File: src/rtl/acx_pkg.sv
package acx_pkg;

  typedef struct packed {
    logic of;
    logic sf;
    logic zf;
    logic af;
    logic pf;
    logic cf;
  } acx_flags_t;

  typedef struct packed {
    logic capReq;
    logic capLoad;
  } acx_strobe_t;

  typedef enum logic [2:0] {
    ST_IDLE,
    ST_RD_REQ,
    ST_RD_WAIT,
    ST_WR_REQ,
    ST_WR_WAIT,
    ST_DONE
  } acx_state_t;

  localparam logic [1:0] MODE_REGISTER = 2'b11;

endpackage

File: src/rtl/acx_flag_eval.sv
module acx_flag_eval #(
  parameter int DATA_W = 64
) (
  input  logic [DATA_W-1:0]  loadVal,
  input  logic [DATA_W-1:0]  cmpVal,
  input  logic               wide,
  input  logic [3:0]         sel,
  output acx_pkg::acx_flags_t flags,
  output logic               condMet
);
  import acx_pkg::*;

  localparam int HALF_W = DATA_W / 2;

  logic [DATA_W-1:0] laneMask;
  logic [DATA_W-1:0] aVal, bVal, diffVal;
  logic [DATA_W:0]   diffExt;
  int                topIdx;
  logic              baseCond;

  always_comb begin
    laneMask = wide ? {DATA_W{1'b1}} : {{HALF_W{1'b0}}, {HALF_W{1'b1}}};
    aVal     = loadVal & laneMask;
    bVal     = cmpVal & laneMask;
    diffExt  = {1'b0, aVal} - {1'b0, bVal};
    diffVal  = diffExt[DATA_W-1:0] & laneMask;
    topIdx   = wide ? DATA_W - 1 : HALF_W - 1;

    flags.cf = wide ? diffExt[DATA_W] : diffExt[HALF_W];
    flags.zf = (diffVal == '0);
    flags.sf = diffVal[topIdx];
    flags.of = (aVal[topIdx] != bVal[topIdx]) && (diffVal[topIdx] != aVal[topIdx]);
    flags.af = (aVal[3:0] < bVal[3:0]);
    flags.pf = ~(^diffVal[7:0]);
  end

  // Even selectors test a base condition, odd selectors its inverse.
  always_comb begin
    unique case (sel[3:1])
      3'd0: baseCond = flags.of;
      3'd1: baseCond = flags.cf;
      3'd2: baseCond = flags.zf;
      3'd3: baseCond = flags.cf | flags.zf;
      3'd4: baseCond = flags.sf;
      3'd5: baseCond = flags.pf;
      3'd6: baseCond = flags.sf ^ flags.of;
      default: baseCond = flags.zf | (flags.sf ^ flags.of);
    endcase
    condMet = baseCond ^ sel[0];
  end

endmodule

File: src/rtl/acx_datapath.sv
module acx_datapath #(
  parameter int DATA_W = 64,
  parameter int ADDR_W = 32
) (
  input  logic                 clk,
  input  logic                 rstN,
  input  acx_pkg::acx_strobe_t strobe,
  input  logic [3:0]           reqCond,
  input  logic                 reqWide,
  input  logic [1:0]           reqMode,
  input  logic                 reqLockPfx,
  input  logic [ADDR_W-1:0]    reqAddr,
  input  logic [DATA_W-1:0]    reqCmp,
  input  logic [DATA_W-1:0]    reqAddend,
  input  logic [DATA_W-1:0]    memRspData,
  output logic                 reqIllegal,
  output logic                 memWide,
  output logic [ADDR_W-1:0]    memAddr,
  output logic [DATA_W-1:0]    memWdata,
  output logic [DATA_W-1:0]    rspOld,
  output logic [5:0]           rspFlags,
  output logic                 rspCondMet,
  output logic                 rspIllegal
);
  import acx_pkg::*;

  localparam int HALF_W = DATA_W / 2;

  logic [3:0]        condR;
  logic              wideR;
  logic              illegalR;
  logic [ADDR_W-1:0] addrR;
  logic [DATA_W-1:0] cmpR, addR, loadR;
  logic [DATA_W-1:0] laneMask, sumVal;
  acx_flags_t        cmpFlags;
  logic              condNow;

  assign reqIllegal = (reqMode == MODE_REGISTER) || reqLockPfx;
  assign laneMask   = wideR ? {DATA_W{1'b1}} : {{HALF_W{1'b0}}, {HALF_W{1'b1}}};

  always_ff @(posedge clk) begin
    if (!rstN) begin
      condR    <= '0;
      wideR    <= 1'b0;
      illegalR <= 1'b0;
      addrR    <= '0;
      cmpR     <= '0;
      addR     <= '0;
      loadR    <= '0;
    end else begin
      if (strobe.capReq) begin
        condR    <= reqCond;
        wideR    <= reqWide;
        illegalR <= reqIllegal;
        addrR    <= reqAddr;
        cmpR     <= reqCmp;
        addR     <= reqAddend;
        loadR    <= '0;
      end
      if (strobe.capLoad) begin
        loadR <= memRspData & laneMask;
      end
    end
  end

  acx_flag_eval #(.DATA_W(DATA_W)) u_flagEval (
    .loadVal (loadR),
    .cmpVal  (cmpR),
    .wide    (wideR),
    .sel     (condR),
    .flags   (cmpFlags),
    .condMet (condNow)
  );

  assign sumVal     = (loadR + addR) & laneMask;
  assign memWdata   = condNow ? sumVal : loadR;
  assign memAddr    = addrR;
  assign memWide    = wideR;
  assign rspOld     = illegalR ? '0 : loadR;
  assign rspFlags   = illegalR ? 6'b0 : cmpFlags;
  assign rspCondMet = illegalR ? 1'b0 : condNow;
  assign rspIllegal = illegalR;

  // an equal compare never reports a borrow, a negative sign or an overflow.
  a_r2_zero_excludes: assert property (@(posedge clk) disable iff (!rstN)
    (!illegalR && cmpFlags.zf) |-> (!cmpFlags.cf && !cmpFlags.sf && !cmpFlags.of));

  // a narrow operation never drives bits above the low half of the write data.
  a_r6_narrow_write: assert property (@(posedge clk) disable iff (!rstN)
    (!wideR) |-> (memWdata[DATA_W-1:HALF_W] == '0));

  // a failing condition writes back exactly what was loaded.
  a_r4_fail_keeps: assert property (@(posedge clk) disable iff (!rstN)
    (!condNow) |-> (memWdata == loadR));

endmodule

File: src/rtl/acx_control.sv
module acx_control (
  input  logic                 clk,
  input  logic                 rstN,
  input  logic                 reqValid,
  input  logic                 reqIllegal,
  input  logic                 memReqReady,
  input  logic                 memRspValid,
  output logic                 reqReady,
  output logic                 memReqValid,
  output logic                 memWrite,
  output logic                 memLock,
  output logic                 rspValid,
  output acx_pkg::acx_strobe_t strobe
);
  import acx_pkg::*;

  acx_state_t state, stateNext;

  always_ff @(posedge clk) begin
    if (!rstN) state <= ST_IDLE;
    else       state <= stateNext;
  end

  always_comb begin
    stateNext = state;
    strobe    = '0;
    unique case (state)
      ST_IDLE: begin
        if (reqValid) begin
          strobe.capReq = 1'b1;
          stateNext     = reqIllegal ? ST_DONE : ST_RD_REQ;
        end
      end
      ST_RD_REQ:  if (memReqReady) stateNext = ST_RD_WAIT;
      ST_RD_WAIT: begin
        if (memRspValid) begin
          strobe.capLoad = 1'b1;
          stateNext      = ST_WR_REQ;
        end
      end
      ST_WR_REQ:  if (memReqReady) stateNext = ST_WR_WAIT;
      ST_WR_WAIT: if (memRspValid) stateNext = ST_DONE;
      default:    stateNext = ST_IDLE;
    endcase
  end

  assign reqReady    = (state == ST_IDLE);
  assign memReqValid = (state == ST_RD_REQ) || (state == ST_WR_REQ);
  assign memWrite    = (state == ST_WR_REQ);
  assign memLock     = (state == ST_RD_REQ);
  assign rspValid    = (state == ST_DONE);

  // a rejected request goes straight to the result with no memory request.
  a_r7_illegal_nomem: assert property (@(posedge clk) disable iff (!rstN)
    (reqValid && reqReady && reqIllegal) |=> (!memReqValid && rspValid));

  // an unaccepted memory request is held.
  a_r10_mem_hold: assert property (@(posedge clk) disable iff (!rstN)
    (memReqValid && !memReqReady) |=> (memReqValid && $stable(memWrite)));

  // the result pulse lasts one cycle and is followed by readiness.
  a_r10_rsp_pulse: assert property (@(posedge clk) disable iff (!rstN)
    rspValid |=> (!rspValid && reqReady));

  // a read carries the lock and a write releases it.
  a_r4_lock_dir: assert property (@(posedge clk) disable iff (!rstN)
    memReqValid |-> (memWrite != memLock));

  // an accepted locked read is always followed by a write before the result.
  a_r4_read_then_write: assert property (@(posedge clk) disable iff (!rstN)
    (state == ST_RD_WAIT && memRspValid) |=> (memReqValid && memWrite));

endmodule

File: src/rtl/atomic_cmpadd_unit.sv
module atomic_cmpadd_unit #(
  parameter int DATA_W = 64,
  parameter int ADDR_W = 32
) (
  input  logic              clk,
  input  logic              rstN,
  input  logic              reqValid,
  output logic              reqReady,
  input  logic [3:0]        reqCond,
  input  logic              reqWide,
  input  logic [1:0]        reqMode,
  input  logic              reqLockPfx,
  input  logic [ADDR_W-1:0] reqAddr,
  input  logic [DATA_W-1:0] reqCmp,
  input  logic [DATA_W-1:0] reqAddend,
  output logic              memReqValid,
  input  logic              memReqReady,
  output logic              memWrite,
  output logic              memLock,
  output logic              memWide,
  output logic [ADDR_W-1:0] memAddr,
  output logic [DATA_W-1:0] memWdata,
  input  logic              memRspValid,
  input  logic [DATA_W-1:0] memRspData,
  output logic              rspValid,
  output logic [DATA_W-1:0] rspOld,
  output logic [5:0]        rspFlags,
  output logic              rspCondMet,
  output logic              rspIllegal
);
  import acx_pkg::*;

  acx_strobe_t strobe;
  logic        reqIllegal;

  acx_control u_control (
    .clk         (clk),
    .rstN        (rstN),
    .reqValid    (reqValid),
    .reqIllegal  (reqIllegal),
    .memReqReady (memReqReady),
    .memRspValid (memRspValid),
    .reqReady    (reqReady),
    .memReqValid (memReqValid),
    .memWrite    (memWrite),
    .memLock     (memLock),
    .rspValid    (rspValid),
    .strobe      (strobe)
  );

  acx_datapath #(.DATA_W(DATA_W), .ADDR_W(ADDR_W)) u_datapath (
    .clk        (clk),
    .rstN       (rstN),
    .strobe     (strobe),
    .reqCond    (reqCond),
    .reqWide    (reqWide),
    .reqMode    (reqMode),
    .reqLockPfx (reqLockPfx),
    .reqAddr    (reqAddr),
    .reqCmp     (reqCmp),
    .reqAddend  (reqAddend),
    .memRspData (memRspData),
    .reqIllegal (reqIllegal),
    .memWide    (memWide),
    .memAddr    (memAddr),
    .memWdata   (memWdata),
    .rspOld     (rspOld),
    .rspFlags   (rspFlags),
    .rspCondMet (rspCondMet),
    .rspIllegal (rspIllegal)
  );

  // the address stays put while a memory request waits.
  a_r10_addr_hold: assert property (@(posedge clk) disable iff (!rstN)
    (memReqValid && !memReqReady) |=> $stable(memAddr));

endmodule

File: config.mk
export PLATFORM = sky130hd
export DESIGN_NAME = atomic_cmpadd_unit
export DESIGN_NICKNAME = d
export VERILOG_FILES = /design/src/rtl/acx_pkg.sv /design/src/rtl/acx_flag_eval.sv /design/src/rtl/acx_datapath.sv /design/src/rtl/acx_control.sv /design/src/rtl/atomic_cmpadd_unit.sv
export SDC_FILE = /design/constraint.sdc
export NUM_CORES = 1
export LEC_CHECK = 0
export ABC_AREA = 1
export BUFFER_PORTS_ARGS = -buffer_cell sky130_fd_sc_hd__buf_4
export CORE_MARGIN = 3
export CORE_UTILIZATION = 63
export CTS_CLUSTER_SIZE = 20
export DETAILED_ROUTE_END_ITERATION = 12
export PLACE_DENSITY = 0.89
export SYNTH_ARGS = -nofsm -noshare
export SYNTH_HDL_FRONTEND = slang
export SYNTH_HIERARCHICAL = 1
export SYNTH_SLANG_ARGS = --single-unit
File: constraint.sdc
create_clock -name clk -period 8.1 [get_ports clk]
set_clock_uncertainty 0.1 [all_clocks]
set_input_delay 1.62 -clock clk [delete_from_list [all_inputs] [get_ports clk]]
set_output_delay 1.62 -clock clk [all_outputs]
set_load 0.01 [all_outputs]
# [After elaboration in Yosys (flattened, before gate mapping)]
# Cells that the tools add are included.
[totals] register_bits=233 elab_cells=80 input_bits=237
[op_classes] n_reduce_logical=9 eq_ne=19 n_bitwise=10 mux=30 addsub=2 n_lt_le_gt_ge=2
[ops] operator="$and 64x64->64" count=5
[ops] operator="$mux 64" count=5
[ops] operator="$sub 64x64->65" count=1
[ops] operator="$add 64x64->64" count=1
[ops] operator="$logic_not 64->1" count=1
[ops] operator="$bmux 1 s6" count=3
[ops] operator="$mux 3" count=6
[ops] operator="$eq 3x3->1 const B" count=5
[ops] operator="$pmux 3 s5" count=1
[ops] operator="$eq 3x2->1 const B" count=4
[ops] operator="$mux 1" count=12
[ops] operator="$mux 6" count=2
[ops] operator="$ne 2x2->1 const B" count=5
[ops] operator="$reduce_xor 8->1" count=1
[ops] operator="$lt 6x7->1 const B" count=1
[ops] operator="$pmux 1 s7" count=1
[ops] operator="$eq 3x1->1 const B" count=2
[ops] operator="$logic_not 3->1" count=2
[ops] operator="$reduce_and 5->1" count=1
[ops] operator="$lt 4x4->1" count=1
[ops] operator="$eq 2x2->1 const B" count=1
[ops] operator="$logic_or 1x1->1" count=2
[ops] operator="$ne 1x1->1" count=2
[ops] operator="$or 1x1->1" count=2
[ops] operator="other kinds (4)" count=5

# [Depth between registers and ports, before layout]
[logic_depth] depth_word=14 mapped_depth=34 ltp_nobuf=31

# [Hierarchy]
# Netlist, hierarchy kept.
[modules_own_cells] module="acx_datapath" seq_area_each_um2=4604.4 n_inst=1 area_per_inst_um2=14978.1 cells_per_inst=2584
[modules_own_cells] module="acx_flag_eval" seq_area_each_um2=0.0 n_inst=1 area_per_inst_um2=7584.8 cells_per_inst=1656
[modules_own_cells] module="acx_control" seq_area_each_um2=60.1 n_inst=1 area_per_inst_um2=274.0 cells_per_inst=45

# [Least setup slack after synthesis]
# Ideal clock, no wire load.
[synth_path] kind="reg-to-output" from="reg u_datapath.wideR (netlist: u_datapath/memWide)" to="out memWdata[10]" t_arrival_ns=3.930 path_slack_ns=2.450 path_buffers=5 required_ns=6.380 stages_incl_launch_ff=30 path_cell_list="dfxtp_1 -> clkbuf_1 -> clkbuf_1 -> buf_1 -> nand2_1 -> ha_1 -> nand2_2 -> nor2_2 -> inv_2 -> nor2_4 -> nand2_1 -> nor2_1 -> nand2_1 -> nand3_1 -> nand2_1 -> nand3_1 -> nand2_1 -> nor2_1 -> nand2_1 -> nor2_2 -> nand4_1 -> nand2_1 -> nand2_1 -> nand2_1 -> nand2_1 -> inv_1 -> clkbuf_1 -> clkbuf_1 -> nand2_1 -> o21ai_0"
[synth_via] elab_chain_cells=14 elab_cells_between_ends=26
[synth_lines] item="from (decl)" line_no="acx_datapath.sv:30" rtl="logic wideR;"
[synth_lines] item="from (signal assigned)" line_no="acx_datapath.sv:53" rtl="wideR <= reqWide;"
[synth_lines] item="$mux 64" line_no="acx_flag_eval.sv:22" rtl="laneMask = wide ? {DATA_W{1'b1}} : {{HALF_W{1'b0}}, {HALF_W{1'b1}}};"
[synth_lines] item="$and 64x64->64, on equally long branches" line_no="acx_flag_eval.sv:23, acx_flag_eval.sv:24"
[synth_lines] item="$sub 64x64->65" line_no="acx_flag_eval.sv:25" rtl="diffExt = {1'b0, aVal} - {1'b0, bVal};"
[synth_lines] item="$and 64x64->64" line_no="acx_flag_eval.sv:26" rtl="diffVal = diffExt[DATA_W-1:0] & laneMask;"
[synth_lines] item="$bmux 1 s6" line_no="acx_flag_eval.sv:31, acx_flag_eval.sv:32"
[synth_lines] item="$mux 1 (not written as such) (2 in series)" line_no="acx_flag_eval.sv:31, acx_flag_eval.sv:32"
[synth_lines] item="$ne 1x1->1" line_no="acx_flag_eval.sv:32" rtl="flags.of = (aVal[topIdx] != bVal[topIdx]) && (diffVal[topIdx] != aVal[topIdx]);"
[synth_lines] item="$logic_and 1x1->1" line_no="acx_flag_eval.sv:32"
[synth_lines] item="$xor 1x1->1" line_no="acx_flag_eval.sv:46, acx_flag_eval.sv:47"
[synth_lines] item="$or 1x1->1" line_no="acx_flag_eval.sv:47" rtl="default: baseCond = flags.zf | (flags.sf ^ flags.of);"
[synth_lines] item="$pmux 1 s7 (*)" line_no="acx_flag_eval.sv:39" rtl="unique case (sel[3:1])"
[synth_lines] item="$xor 1x1->1 (*)" line_no="acx_flag_eval.sv:49" rtl="condMet = baseCond ^ sel[0];"
[synth_lines] item="via u_datapath.condNow" line_no="acx_datapath.sv:36" rtl="logic condNow;"
[synth_lines] item="$mux 64 (*)" line_no="acx_datapath.sv:76" rtl="assign memWdata = condNow ? sumVal : loadR;"
[synth_lines] item="to (decl)" line_no="atomic_cmpadd_unit.sv:22" rtl="output logic [DATA_W-1:0] memWdata,"
# The timed path passes the listed nets; every way through them passes the cells marked *. The select of a mux whose other input is x is not followed.

# [Worst setup path after layout]
[layout_path] from="reg u_datapath.wideR (netlist: u_datapath/memWide)" to="out memWdata[33]"
# Same word-level chain as after synthesis.

==> run metrics <==
Total GRT Usage 0.4574; run status completed; die area 38570 um^2; Clock Latency Late Sink 0.56 ns; Worst Path Max Fanout 58; initial antenna violation count 5; min-delay worst type register to register; peak supply drop 0.4240 mV; first-pass GRT wire length 140100 um; Die X 196.4 um; H-tree Lvls 1; ys async rst share 0; Final Cell Area 27210 um^2; Gates resized, CTS repair 0; setup violators final 0; effective utilization at floorplan 0.6405; Post-CTS Setup Inserts 0; row count 69; WS Path Type register to primary output; Achievable Freq 130.9 MHz; Final Cycle Share 0.9428; first drt pass iteration count 8; grt ovf 0; Pins Over Slew Limit 0; vias post-DR 28082; endpoint type of the worst setup path primary output; Post-Synth Adder-Cell Area 0.07353; Sink Count 233; # IOs 411; Post-DP HPWL 72930 um; PD cells 294.7 nW/um^2; DP Area 26270 um^2; ranking of synthesized cells by area nand2_1 25%, dfxtp_1 20%, inv_1 13%, nor2_1 9.7%, ha_1 7.2%; Crit path largest cell delay 0.77 ns; Avg WL per Cell 18.09 um; Worst Tran Pin Value 0.9654 ns; largest net degree at the start of global routing 102; setup TNS 0 ns; IO buf count 410; Avg Inst Size Synth 5.329 um^2; post-layout util 0.7631; vias in the first global route 25704; EDFF count, synth 0; GRT busiest layer met2; drt total wl 92570 um; Commonest cells post-synth 1494 x nand2_1, 819 x inv_1, 593 x nor2_1; 1st-iter DRT viols 3160; post-synthesis register bit count 233; CTS hold repair buffers 0; Req. time, crit path 6.38 ns; Slew headroom 0.3564; mux share of post-synthesis cell area 0; Root Driver clkbuf_16; TritonCTS clock tree built; largest area contributor in the netlist nand2_1; Min Clock Period, post-route 7.637 ns; net count after synthesis 4655; GR Layer Usage met3 0.1133; ys flop type dfxtp_1; core area 35660 um^2; Startpoint Class register; cell with the most instances after synthesis nand2_1; post-synthesis sequential area ratio 0.2043; layout cells sized above 1 0.1456; Yosys Warn Count 6; Critical Path AT 5.92 ns; ant diodes 0; nets 5006; LEAKAGE 15.91 nW; simple-gate share of the synthesized area 0.4624; Die Ht 196.4 um; deepest clock path buffer count 3; Synth cell types 43; grt met2 use 0.6933; synthesized instance count 4285; XOR/XNOR Fraction of Synth Area 0.01534; RSZ-0062 raised after global routing false; final hold vios 0; Post-route DRC 0; max_cap viols 0; Slowest-stage cell, CP dfxtp_4; Layout area overhead 19.14%; largest family of logic cells by synthesized area simple AND/OR/NAND/NOR gates; vias per cell 5.489; FILL cells 3029; Antenna Nets Post-Route 0; Clock transition at path regs 0.07 ns; compound-gate portion of the synthesized area 0.08355; Yosys top cell area share 0.2456; Placer Congestion 1.148; met1 GRT Util 0.5575; Num CTS Buffers 26; mapped cell area 22840 um^2; Most common cell on crit path nand2_1; Final Power 8.018 mW
==> flip-flops by register name, summed over array words and instances, names as in the netlist <==
name and cells:
u_datapath/cmpR 64, u_control/state 3, u_datapath/memWide 1, u_datapath/addR 64, u_datapath/rspIllegal 1, u_datapath/loadR 64, u_datapath/memAddr 32, u_datapath/condR 4
==> stage by stage <==
stage	worst slack (ns)	hold WS, ns	std cells
2_1_floorplan	2.450	0.3628	4285
3_3_place_gp	1.278	0.3778	5069
3_5_place_dp	1.320	0.3830	5069
4_1_cts	0.6807	0.4007	5116
5_1_grt	0.05194	0.4182	5116
6_report	0.4632	0.3995	5116
==> cell type report <==
| class | instances | area, um^2 | area share |
|---|---|---|---|
| Inverter | 858 | 3226 | 0.1186 |
| Clock buffer | 34 | 762.0 | 0.02801 |
| Tap cell | 461 | 576.8 | 0.02120 |
| Multi-Input combinational cell | 3083 | 14520 | 0.5335 |
| Sequential cell | 233 | 4669 | 0.1716 |
| Timing Repair Buffer | 434 | 3283 | 0.1207 |
| Clock inverter | 13 | 173.9 | 0.006392 |
==> final timing paths <==
kind	from	endpoint	slack (ns)	cells after the start
min reg2reg	u_datapath/cmpR[28]$_SDFFE_PN0P_	u_datapath/cmpR[28]$_SDFFE_PN0P_	0.40	2
max reg2reg	u_control/state[2]$_SDFFE_PN0P_	u_datapath/loadR[22]$_SDFFE_PN0P_	4.56	9
max	u_datapath/memWide$_SDFFE_PN0P_	memWdata[33]	0.46	27
min	u_datapath/cmpR[28]$_SDFFE_PN0P_	u_datapath/cmpR[28]$_SDFFE_PN0P_	0.40	2
==> layer usage <==
layer  vias to the layer above  wire length, um  part of all wire
met3                       434            11780              0.13
met5                         -               62           0.00067
li1                      13594                -                 -
met1                     12193            34170              0.37
met4                        10             9095             0.098
met2                      1851            37450              0.40
==> power breakdown <==
part	leakage [nW]	switching [mW]	total, mW	internal (mW)
clock	0.452	0.534	1.30	0.765
combinational	13.5	3.42	5.01	1.58
sequential	1.91	0.275	1.71	1.44
total	15.9	4.23	8.02	3.79
==> worst max-delay path: cells and delay by family, from the launching register on <==
family        cells  cell delay [ns]
simple gates     21             2.50
buf+inv           5             1.50
flops             1             0.77
fa+ha+maj         1             0.47
==> placed cells by master (no fill, tap or decap), types with 3 or more instances in the layout <==
cell type	count
clkinv_1	3
nor4_1	6
nor2_4	12
nor3_1	25
xnor2_1	34
xor2_1	6
bufinv_16	3
inv_1	816
and3_1	3
nand4_1	38
nor3_2	9
ha_1	131
clkbuf_16	27
o21bai_1	3
nand3_2	20
dfxtp_1	231
o21ai_0	195
a21oi_1	148
clkinvlp_4	3
buf_4	432
nand3_1	202
nor4_2	3
and2_1	6
nor2_1	592
inv_2	38
o21ai_1	18
inv_6	4
o22ai_1	5
nand2_1	1494
clkbuf_8	6
nand3b_1	10
nor2_2	52
nand2_2	56
==> kinds of logic after synthesis <==
kind of cell / Yosys count
adders and majority gates: 133
and+or+nand+nor: 2535
xor gates and xnor gates: 40
buffers and inverters: 969
DFF: 233
AOI/OAI and AO/OA: 375
No activity file was read; power rests on OpenSTA's default activity.
